## src/rtl/scl_gen_pkg.sv

```systemverilog
package scl_gen_pkg;
  typedef enum logic [1:0] {
    PH_IDLE = 2'd0,
    PH_LOW  = 2'd1,
    PH_HIGH = 2'd2
  } scl_phase_t;
endpackage

```

## src/rtl/scl_cfg_decode.sv

```systemverilog
// Turns the divider code and mode into phase lengths and a legality flag.
module scl_cfg_decode #(
  parameter int CODE_W    = 5,
  parameter int CNT_W     = 7,
  parameter int STD_MUL   = 4,
  parameter int FAST_MUL  = 2,
  parameter int STD_MIN   = 5,
  parameter int FAST_MIN  = 3,
  parameter int SPEC_CODE = 5,
  parameter int SPEC_HIGH = 4,
  parameter int SPEC_LOW  = 6
) (
  input  logic [CODE_W-1:0] code,
  input  logic              fast,
  output logic              legal,
  output logic [CNT_W-1:0]  low_len,
  output logic [CNT_W-1:0]  high_len
);
  logic [CNT_W-1:0] base_len;
  logic             special;

  always_comb begin
    legal    = fast ? (code >= CODE_W'(FAST_MIN)) : (code >= CODE_W'(STD_MIN));
    special  = fast && (code == CODE_W'(SPEC_CODE));
    base_len = CNT_W'(code) * (fast ? CNT_W'(FAST_MUL) : CNT_W'(STD_MUL));
    low_len  = special ? CNT_W'(SPEC_LOW)  : base_len;
    high_len = special ? CNT_W'(SPEC_HIGH) : base_len;
  end
endmodule

```

## src/rtl/scl_phase_ctrl.sv

```systemverilog
// Low/high phase sequencer with registered level and edge strobes.
module scl_phase_ctrl
  import scl_gen_pkg::*;
#(
  parameter int CNT_W = 7
) (
  input  logic             clk,
  input  logic             rst,
  input  logic             en,
  input  logic             run,
  input  logic             legal,
  input  logic [CNT_W-1:0] low_len,
  input  logic [CNT_W-1:0] high_len,
  output logic             scl_low,
  output logic             scl_rise,
  output logic             scl_fall
);
  localparam logic [CNT_W-1:0] ONE = CNT_W'(1);

  scl_phase_t       phase;
  logic [CNT_W-1:0] cnt;
  logic [CNT_W-1:0] high_hold;
  logic             go;

  assign go = run && legal;

  always_ff @(posedge clk) begin
    if (rst || !en) begin
      phase     <= PH_IDLE;
      cnt       <= '0;
      high_hold <= '0;
      scl_low   <= 1'b0;
      scl_rise  <= 1'b0;
      scl_fall  <= 1'b0;
    end else begin
      scl_rise <= 1'b0;
      scl_fall <= 1'b0;
      case (phase)
        PH_IDLE: begin
          if (go) begin
            phase     <= PH_LOW;
            scl_low   <= 1'b1;
            scl_fall  <= 1'b1;
            cnt       <= low_len - ONE;
            high_hold <= high_len;
          end
        end
        PH_LOW: begin
          if (cnt == '0) begin
            phase    <= PH_HIGH;
            scl_low  <= 1'b0;
            scl_rise <= 1'b1;
            cnt      <= high_hold - ONE;
          end else begin
            cnt <= cnt - ONE;
          end
        end
        PH_HIGH: begin
          if (cnt == '0) begin
            if (go) begin
              phase     <= PH_LOW;
              scl_low   <= 1'b1;
              scl_fall  <= 1'b1;
              cnt       <= low_len - ONE;
              high_hold <= high_len;
            end else begin
              phase <= PH_IDLE;
            end
          end else begin
            cnt <= cnt - ONE;
          end
        end
        default: phase <= PH_IDLE;
      endcase
    end
  end

  // strobes never coincide
  a_r6_strobes_exclusive: assert property (@(posedge clk) disable iff (rst)
    !(scl_rise && scl_fall));
  // a fall strobe comes with the low request
  a_r6_fall_with_low: assert property (@(posedge clk) disable iff (rst)
    scl_fall |-> scl_low);
  // a rise strobe comes with the release
  a_r6_rise_with_release: assert property (@(posedge clk) disable iff (rst)
    scl_rise |-> !scl_low);
  // the low request only starts with a fall strobe
  a_r6_low_starts_by_fall: assert property (@(posedge clk) disable iff (rst)
    $rose(scl_low) |-> scl_fall);
  // release happens with a rise strobe or through disable
  a_r9_release_cause: assert property (@(posedge clk) disable iff (rst)
    $fell(scl_low) |-> (scl_rise || !$past(en)));
  // a disabled block is quiet on the next cycle
  a_r9_disabled_quiet: assert property (@(posedge clk) disable iff (rst)
    !en |=> (!scl_low && !scl_rise && !scl_fall));
endmodule

```

## src/rtl/scl_clock_gen.sv

```systemverilog
// Top: SCL clock generator with two divider laws and a fixed-length fast case.
module scl_clock_gen #(
  parameter int CODE_W    = 5,
  parameter int STD_MUL   = 4,
  parameter int FAST_MUL  = 2,
  parameter int STD_MIN   = 5,
  parameter int FAST_MIN  = 3,
  parameter int SPEC_CODE = 5,
  parameter int SPEC_HIGH = 4,
  parameter int SPEC_LOW  = 6
) (
  input  logic              clk,
  input  logic              rst,
  input  logic              en,
  input  logic              run,
  input  logic [CODE_W-1:0] div_code,
  input  logic              fast_mode,
  output logic              scl_low,
  output logic              scl_rise,
  output logic              scl_fall,
  output logic              cfg_err
);
  localparam int MAX_LEN = STD_MUL * ((1 << CODE_W) - 1);
  localparam int CNT_W   = $clog2(MAX_LEN + 1);

  logic             legal;
  logic [CNT_W-1:0] low_len;
  logic [CNT_W-1:0] high_len;

  scl_cfg_decode #(
    .CODE_W(CODE_W), .CNT_W(CNT_W), .STD_MUL(STD_MUL), .FAST_MUL(FAST_MUL),
    .STD_MIN(STD_MIN), .FAST_MIN(FAST_MIN), .SPEC_CODE(SPEC_CODE),
    .SPEC_HIGH(SPEC_HIGH), .SPEC_LOW(SPEC_LOW)
  ) u_dec (
    .code(div_code), .fast(fast_mode), .legal(legal),
    .low_len(low_len), .high_len(high_len)
  );

  scl_phase_ctrl #(.CNT_W(CNT_W)) u_phase (
    .clk(clk), .rst(rst), .en(en), .run(run), .legal(legal),
    .low_len(low_len), .high_len(high_len),
    .scl_low(scl_low), .scl_rise(scl_rise), .scl_fall(scl_fall)
  );

  always_ff @(posedge clk) begin
    if (rst) cfg_err <= 1'b0;
    else     cfg_err <= en && !legal;
  end

  // no falling edge is produced while the error flag is up
  a_r5_no_fall_on_error: assert property (@(posedge clk) disable iff (rst)
    scl_fall |-> !cfg_err);
  // disabling clears the error flag
  a_r9_error_cleared: assert property (@(posedge clk) disable iff (rst)
    !en |=> !cfg_err);
endmodule

```

## config.mk

```make
export PLATFORM = sky130hd
export DESIGN_NAME = scl_clock_gen
export DESIGN_NICKNAME = d
export VERILOG_FILES = /design/src/rtl/scl_gen_pkg.sv /design/src/rtl/scl_cfg_decode.sv /design/src/rtl/scl_phase_ctrl.sv /design/src/rtl/scl_clock_gen.sv
export SDC_FILE = /design/constraint.sdc
export NUM_CORES = 1
export LEC_CHECK = 0
export BUFFER_PORTS_ARGS = -buffer_cell sky130_fd_sc_hd__clkbuf_2
export CORE_MARGIN = 2
export CORE_UTILIZATION = 35
export CTS_CLUSTER_SIZE = 10
export DETAILED_ROUTE_END_ITERATION = 6
export HOLD_SLACK_MARGIN = 0.08
export MAX_ROUTING_LAYER = met4
export SYNTH_ARGS = -nofsm -noshare
export SYNTH_HDL_FRONTEND = slang
export SYNTH_SLANG_ARGS = --single-unit
export TNS_END_PERCENT = 5
```

## constraint.sdc

```tcl
create_clock -name clk -period 3.45 [get_ports clk]
set_clock_uncertainty 0.05 [all_clocks]
set_input_delay 0.69 -clock clk [delete_from_list [all_inputs] [get_ports clk]]
set_output_delay 0.69 -clock clk [all_outputs]
set_load 0.1 [all_outputs]
```

# Yosys cells after proc, flatten, opt, wreduce, memory -nomap -nowiden
# Cells that the tools add are included.
[totals] elab_cells=58 reg_bits=20
[op_classes] mux=24 n_reduce_logical=14 order_cmp=2 n_eq_ne=6 addsub=3 bitwise=1 n_mul=1
[op_table] operator="7-bit 2-to-1 mux" count=7
[op_table] operator="7-bit one-hot mux with 3 select lines" count=1
[op_table] operator="7-bit by 1-bit subtractor with 7-bit output (second input constant)" count=3
[op_table] operator="7-bit one-hot mux with 2 select lines" count=1
[op_table] operator="1-bit 2-to-1 mux" count=8
[op_table] operator="7-bit logical NOT" count=1
[op_table] operator="5-bit by 7-bit multiplier with 7-bit output" count=1
[op_table] operator="2-bit 2-to-1 mux" count=3
[op_table] operator="2-bit by 1-bit inequality test with 1-bit output (second input constant)" count=3
[op_table] operator="2-bit one-hot mux with 3 select lines" count=1
[op_table] operator="3-bit AND reduction" count=2
[op_table] operator="5-bit by 3-bit equality test with 1-bit output (second input constant)" count=1
[op_table] operator="5-bit by 2-bit >= comparator with 1-bit output (second input constant)" count=1
[op_table] operator="5-bit by 3-bit >= comparator with 1-bit output (second input constant)" count=1
[op_table] operator="1-bit logical AND" count=3
[op_table] operator="3-bit 2-to-1 mux" count=1
[op_table] operator="1-bit one-hot mux with 3 select lines" count=1
[op_table] operator="3-bit nonzero test" count=1
[op_table] operator="2-bit by 1-bit equality test with 1-bit output (second input constant)" count=1
[op_table] operator="2-bit equality test (second input constant)" count=1
[op_table] operator="1-bit logical NOT" count=2
[op_table] operator="2-bit logical NOT" count=1
[op_table] operator="1-bit one-hot mux with 2 select lines" count=1
[op_table] operator="2-bit AND reduction" count=1
[op_table] operator="other kinds (4)" count=4

# Depth between registers and ports, before layout
[logic_depth] depth_word=7 mapped_depth=11 depth_no_buf=10

# Hierarchy
# Synthesis repeated with hierarchy kept, for this count alone.
[unflattened] cells_unflattened=217 hier_area_um2=1739.2
[by_module_without_submodules] module="scl_phase_ctrl" n_inst=1 cells_per_inst=176 area_per_inst_um2=1395.1 seq_area_each_um2=380.4
[by_module_without_submodules] module="scl_cfg_decode" n_inst=1 cells_per_inst=39 area_per_inst_um2=311.5 seq_area_each_um2=0.0
[by_module_without_submodules] module="scl_clock_gen" n_inst=1 cells_per_inst=2 area_per_inst_um2=32.5 seq_area_each_um2=20.0

# Worst setup path after synthesis
# Ideal clock, no wire load.
[synth_path] path_type="in2reg" startpoint="input fast_mode" endpoint="register u_phase.cnt[4]" cell_stages=7 path_buffers=1 arrival_ns=2.636 setup_slack_ns=0.669 path_cell_list="clkbuf_1 -> mux2_2 -> fa_1 -> xor2_1 -> nand2_1 -> a221o_1 -> a221oi_1"
[synth_via] elab_chain_cells=7 elab_cells_between_ends=10 classes_between="add/sub (1); mul (1); mux (6); reduce/logical (2)"
[synth_rtl] item="start, declared" line="scl_clock_gen.sv:17" source="input logic fast_mode,"
[synth_rtl] item="3-bit 2-to-1 mux" line="scl_cfg_decode.sv:25" source="base_len = CNT_W'(code) * (fast ? CNT_W'(FAST_MUL) : CNT_W'(STD_MUL));"
[synth_rtl] item="5-bit by 7-bit multiplier with 7-bit output" line="scl_cfg_decode.sv:25"
[synth_rtl] item="7-bit 2-to-1 mux" line="scl_cfg_decode.sv:26" source="low_len = special ? CNT_W'(SPEC_LOW) : base_len;"
[synth_rtl] item="7-bit by 1-bit subtractor with 7-bit output" line="scl_phase_ctrl.sv:44, scl_phase_ctrl.sv:64"
[synth_rtl] item="7-bit 2-to-1 mux (*)" line="scl_phase_ctrl.sv:40, scl_phase_ctrl.sv:60"
[synth_rtl] item="7-bit 2-to-1 mux" line="scl_phase_ctrl.sv:59" source="if (cnt == '0) begin"
[synth_rtl] item="7-bit one-hot mux with 3 select lines (*)" line="scl_phase_ctrl.sv:38" source="case (phase)"
[synth_rtl] item="end signal, assigned" line="scl_phase_ctrl.sv:44" source="cnt <= low_len - ONE;"
[synth_rtl] item="end signal, assigned" line="scl_phase_ctrl.sv:64" source="cnt <= low_len - ONE;"
[synth_rtl] item="end signal, assigned" line="scl_phase_ctrl.sv:70" source="cnt <= cnt - ONE;"
[synth_rtl] item="end, declared" line="scl_phase_ctrl.sv:21" source="logic [CNT_W-1:0] cnt;"
# Mark *: on every way between the ends. The rest lies on a longest branch, timed or not.
# A chain may end at the register's enable or synchronous reset.

# Worst setup path in the final report
[layout_path] startpoint="input fast_mode" endpoint="register u_phase.cnt[5]"
# The elaborated chain is that of the path after synthesis.

==> key figures <==
Status
  – Run status: complete, no violations

Critical path
  – Worst r2r dst: u_phase.high_hold[1]
  – Crit path kind: input pin to register
  – Setup crit end kind: register
  – Reg-to-Reg Start: u_phase.cnt[1]
  – CP cell instances: clkbuf_2, mux2_2, fa_1, xnor2_1, a21oi_1, nand2_1, nand4_1, o2111ai_1, nand3_2
  – Reg2reg setup slack: 1110 ps
  – Crit path launch type: input pin
  – Max incr delay on CP: 450 ps
  – Arrival @ worst endpoint: 2740 ps
  – Reg2Reg Depth: 8
  – Slowest cell on crit path: fa_1
  – Req. time, crit path: 3560 ps
  – Critical Path Fanout Max: 14

Global routing
  – GR Util All Layers: 0.1613
  – Initial antenna violation count: 0
  – Vias in the first global route: 1429
  – Largest net degree at the start of global routing: 19
  – First-pass GRT wire length: 6727 µm
  – GRT overflow: 0

Placement
  – Gpl congestion: 0.8772
  – Buffers on Ports: 13
  – DPL Wire Length: 2870 µm
  – Placed instance area: 1752 µm²

Timing
  – Max Clk Rate: 0.3793 GHz
  – Period minus WS final: 2636 ps
  – Worst hold slack: 478.9 ps
  – Final Hold Fails: 0
  – Slew @ Worst Pin: 626.3 ps
  – RSZ-0062 raised after global routing: no
  – Setup TNS: 0 ps
  – Final period utilization: 0.7641
  – Final count of negative-setup-slack endpoints: 0
  – Slew headroom: 0.5825
  – Number of max-slew violations in the final report: 0

Clock network
  – H-tree levels: 1
  – CTS Hold Bufs: 0
  – Post-CTS Repair Setup Buffers: 0
  – Longest Clk Path Bufs: 2
  – Clk slew on worst S/H paths: 80 ps
  – TritonCTS Buffers: 3
  – Clock sink total: 19
  – Clock latency reported for the late side of the worst-skew pair: 270 ps
  – Post_cts resized: 0
  – Root buffer cell: clkbuf_8
  – CTS tree: done

Hold path
  – Sink of the worst hold path: u_phase.high_hold[4]
  – Hold path cells: 2
  – Min-delay src: u_phase.high_hold[4]
  – Worst min path class: register to register

Yosys
  – Post-synthesis mux area share: 0.03603
  – Compound-cell area share of the yosys netlist: 0.2110
  – Synth Warn #: 0
  – Mapped cell area: 1702 µm²
  – Main combinational cell family by area after synthesis: simple AND/OR/NAND/NOR gates
  – Syn Inst Count: 212
  – Post-Syn Area per Cell: 8.027 µm²
  – Post-Synth Adder-Cell Area: 0.1074
  – EDFF count, synth: 0
  – #FFs+latches synth: 19
  – Synth Area in XOR/XNOR: 0.07132
  – Post-synth ARST share: 0
  – Synth Area in Simple Gates: 0.2691
  – Synth unique cells: 51
  – Synth Flop Type: dfxtp_1
  – Register area share after synthesis: 0.2235

Detailed routing
  – Via-to-Cell Ratio: 5.516
  – Wirelength per Cell: 14.05 µm
  – DR pass1 iterations: 4
  – Number of DRC markers in iteration 0: 104
  – Detailed-route wire length: 3863 µm
  – Routed Antenna Nets: 0
  – DRC: 0
  – DR vias: 1517

Final layout
  – Share of layout cells above drive strength 1: 0.1357
  – Filler Cells Inserted: 499
  – Fin area: 1800 µm²
  – Fin nets: 246
  – Area Growth Syn to Fin: 5.809%
  – Layout Utilization: 0.3837
  – Ant. Diodes: 0

Die
  – Die Span Y: 73.73 µm
  – Die X: 73.73 µm
  – # rows: 25
  – CORE AREA: 4692 µm²
  – Die Area: 5435 µm²
  – Initial core utilization: 0.3627
  – IO Count: 14

Pwr
  – Sequential Power Share: 0.389
  – Switching Share: 0.3629
  – Leakage: 0.7329 nW
  – Comb power frac: 0.339
  – Int Power: 0.3956 mW
  – Clock share of power: 0.272
  – Pwr Density: 344.9 nW/µm²
  – Total power: 0.6209 mW
  – Net Switching: 0.2253 mW
  – Peak supply drop: 297.0 µV

Flow run
  – Max_cap viols: 0
==> cell usage after synthesis, drive strengths merged (5+ instances only) <==
cell	n	area [µm²]
mux2i	5	50.05
ha	13	162.7
dfxtp	19	380.4
nor2	20	82.58
inv	9	33.78
xnor2	6	60.06
a21oi	15	75.07
xor2	7	61.31
clkbuf	7	66.31
nand3	12	65.06
o21ai	11	55.05
nand2	23	88.84
nand2b	6	37.54
==> worst max path at each step <==
| stage | startpoint | endpoint | slack, ps | cells after the start |
|---|---|---|---|---|
| 6_report | fast_mode | u_phase.cnt[5] | 810 | 9 |
| 5_1_grt | fast_mode | u_phase.cnt[5] | 700 | 9 |
| 4_1_cts | fast_mode | u_phase.cnt[5] | 850 | 9 |
| 3_5_place_dp | fast_mode | u_phase.cnt[5] | 570 | 9 |
| 3_3_place_gp | fast_mode | u_phase.cnt[6] | 600 | 7 |
| 2_1_floorplan | fast_mode | u_phase.cnt[4] | 670 | 7 |
==> cell type report <==
| cell class | count | area, µm² | area share |
|---|---|---|---|
| inverter | 9 | 33.78 | 0.01876 |
| sequential | 19 | 380.4 | 0.2113 |
| clock buffer | 3 | 41.29 | 0.02293 |
| multi-input combinational | 174 | 1190 | 0.6609 |
| tap | 54 | 67.56 | 0.03753 |
| clock inverter | 1 | 7.507 | 0.004170 |
| timing repair buffer | 15 | 80.08 | 0.04448 |
==> cells in the final DEF (no fill, tap or decap), types with 7 or more instances in the layout <==
| cell | synthesis | layout |
|---|---|---|
| nand3_1 | 11 | 11 |
| xor2_1 | 7 | 7 |
| ha_1 | 13 | 13 |
| a21oi_1 | 15 | 15 |
| nand2_1 | 22 | 22 |
| nor2_1 | 19 | 19 |
| o21ai_0 | 10 | 10 |
| clkbuf_2 | 0 | 13 |
| inv_1 | 9 | 9 |
| dfxtp_1 | 19 | 19 |
==> power by group through the flow <==
stage	clock network [mW]	registers, mW	logic (mW)
6_report	0.169	0.242	0.210
5_1_grt	0.182	0.244	0.235
4_1_cts	0.172	0.242	0.209
3_5_place_dp	0	0.247	0.208
3_3_place_gp	0	0.247	0.209
2_1_floorplan	0	0.253	0.163
==> flip-flops by register name, summed over array words and instances (netlist names) <==
register / cells
u_phase.phase: 2
u_phase.scl_fall: 1
u_phase.cnt: 7
u_phase.scl_low: 1
u_phase.high_hold: 6
cfg_err: 1
u_phase.scl_rise: 1
==> layer usage <==
layer | up-vias | track usage | share of wire
li1 | 773 | - | -
met5 | - | - | 0
met3 | 4 | 0.03567 | 0.048
met2 | 36 | 0.2431 | 0.45
met4 | 0 | 0.02626 | 0.010
met1 | 704 | 0.2243 | 0.49
==> stage by stage <==
stage / instances / setup WS [ps]
after floorplan: 213 / 669.0
after global placement: 271 / 599.3
after detailed placement: 271 / 565.1
after CTS: 275 / 845.5
after global routing: 275 / 695.9
final: 275 / 813.7
==> worst max-delay path: cells and delay by family <==
family | cells | cell delay [ps]
fa+ha+maj | 1 | 450
simple gates | 3 | 330
compound gates | 2 | 240
xor+xnor | 1 | 420
mux | 1 | 400
buf+inv | 1 | 220
==> cell families after synthesis <==
group           after synthesis
buf+inv                      20
mux                           6
other cells                   1
xor+xnor                     13
flops                        19
simple gates                 87
fa+ha+maj                    14
compound gates               52
No activity file was read; power rests on OpenSTA's default activity.
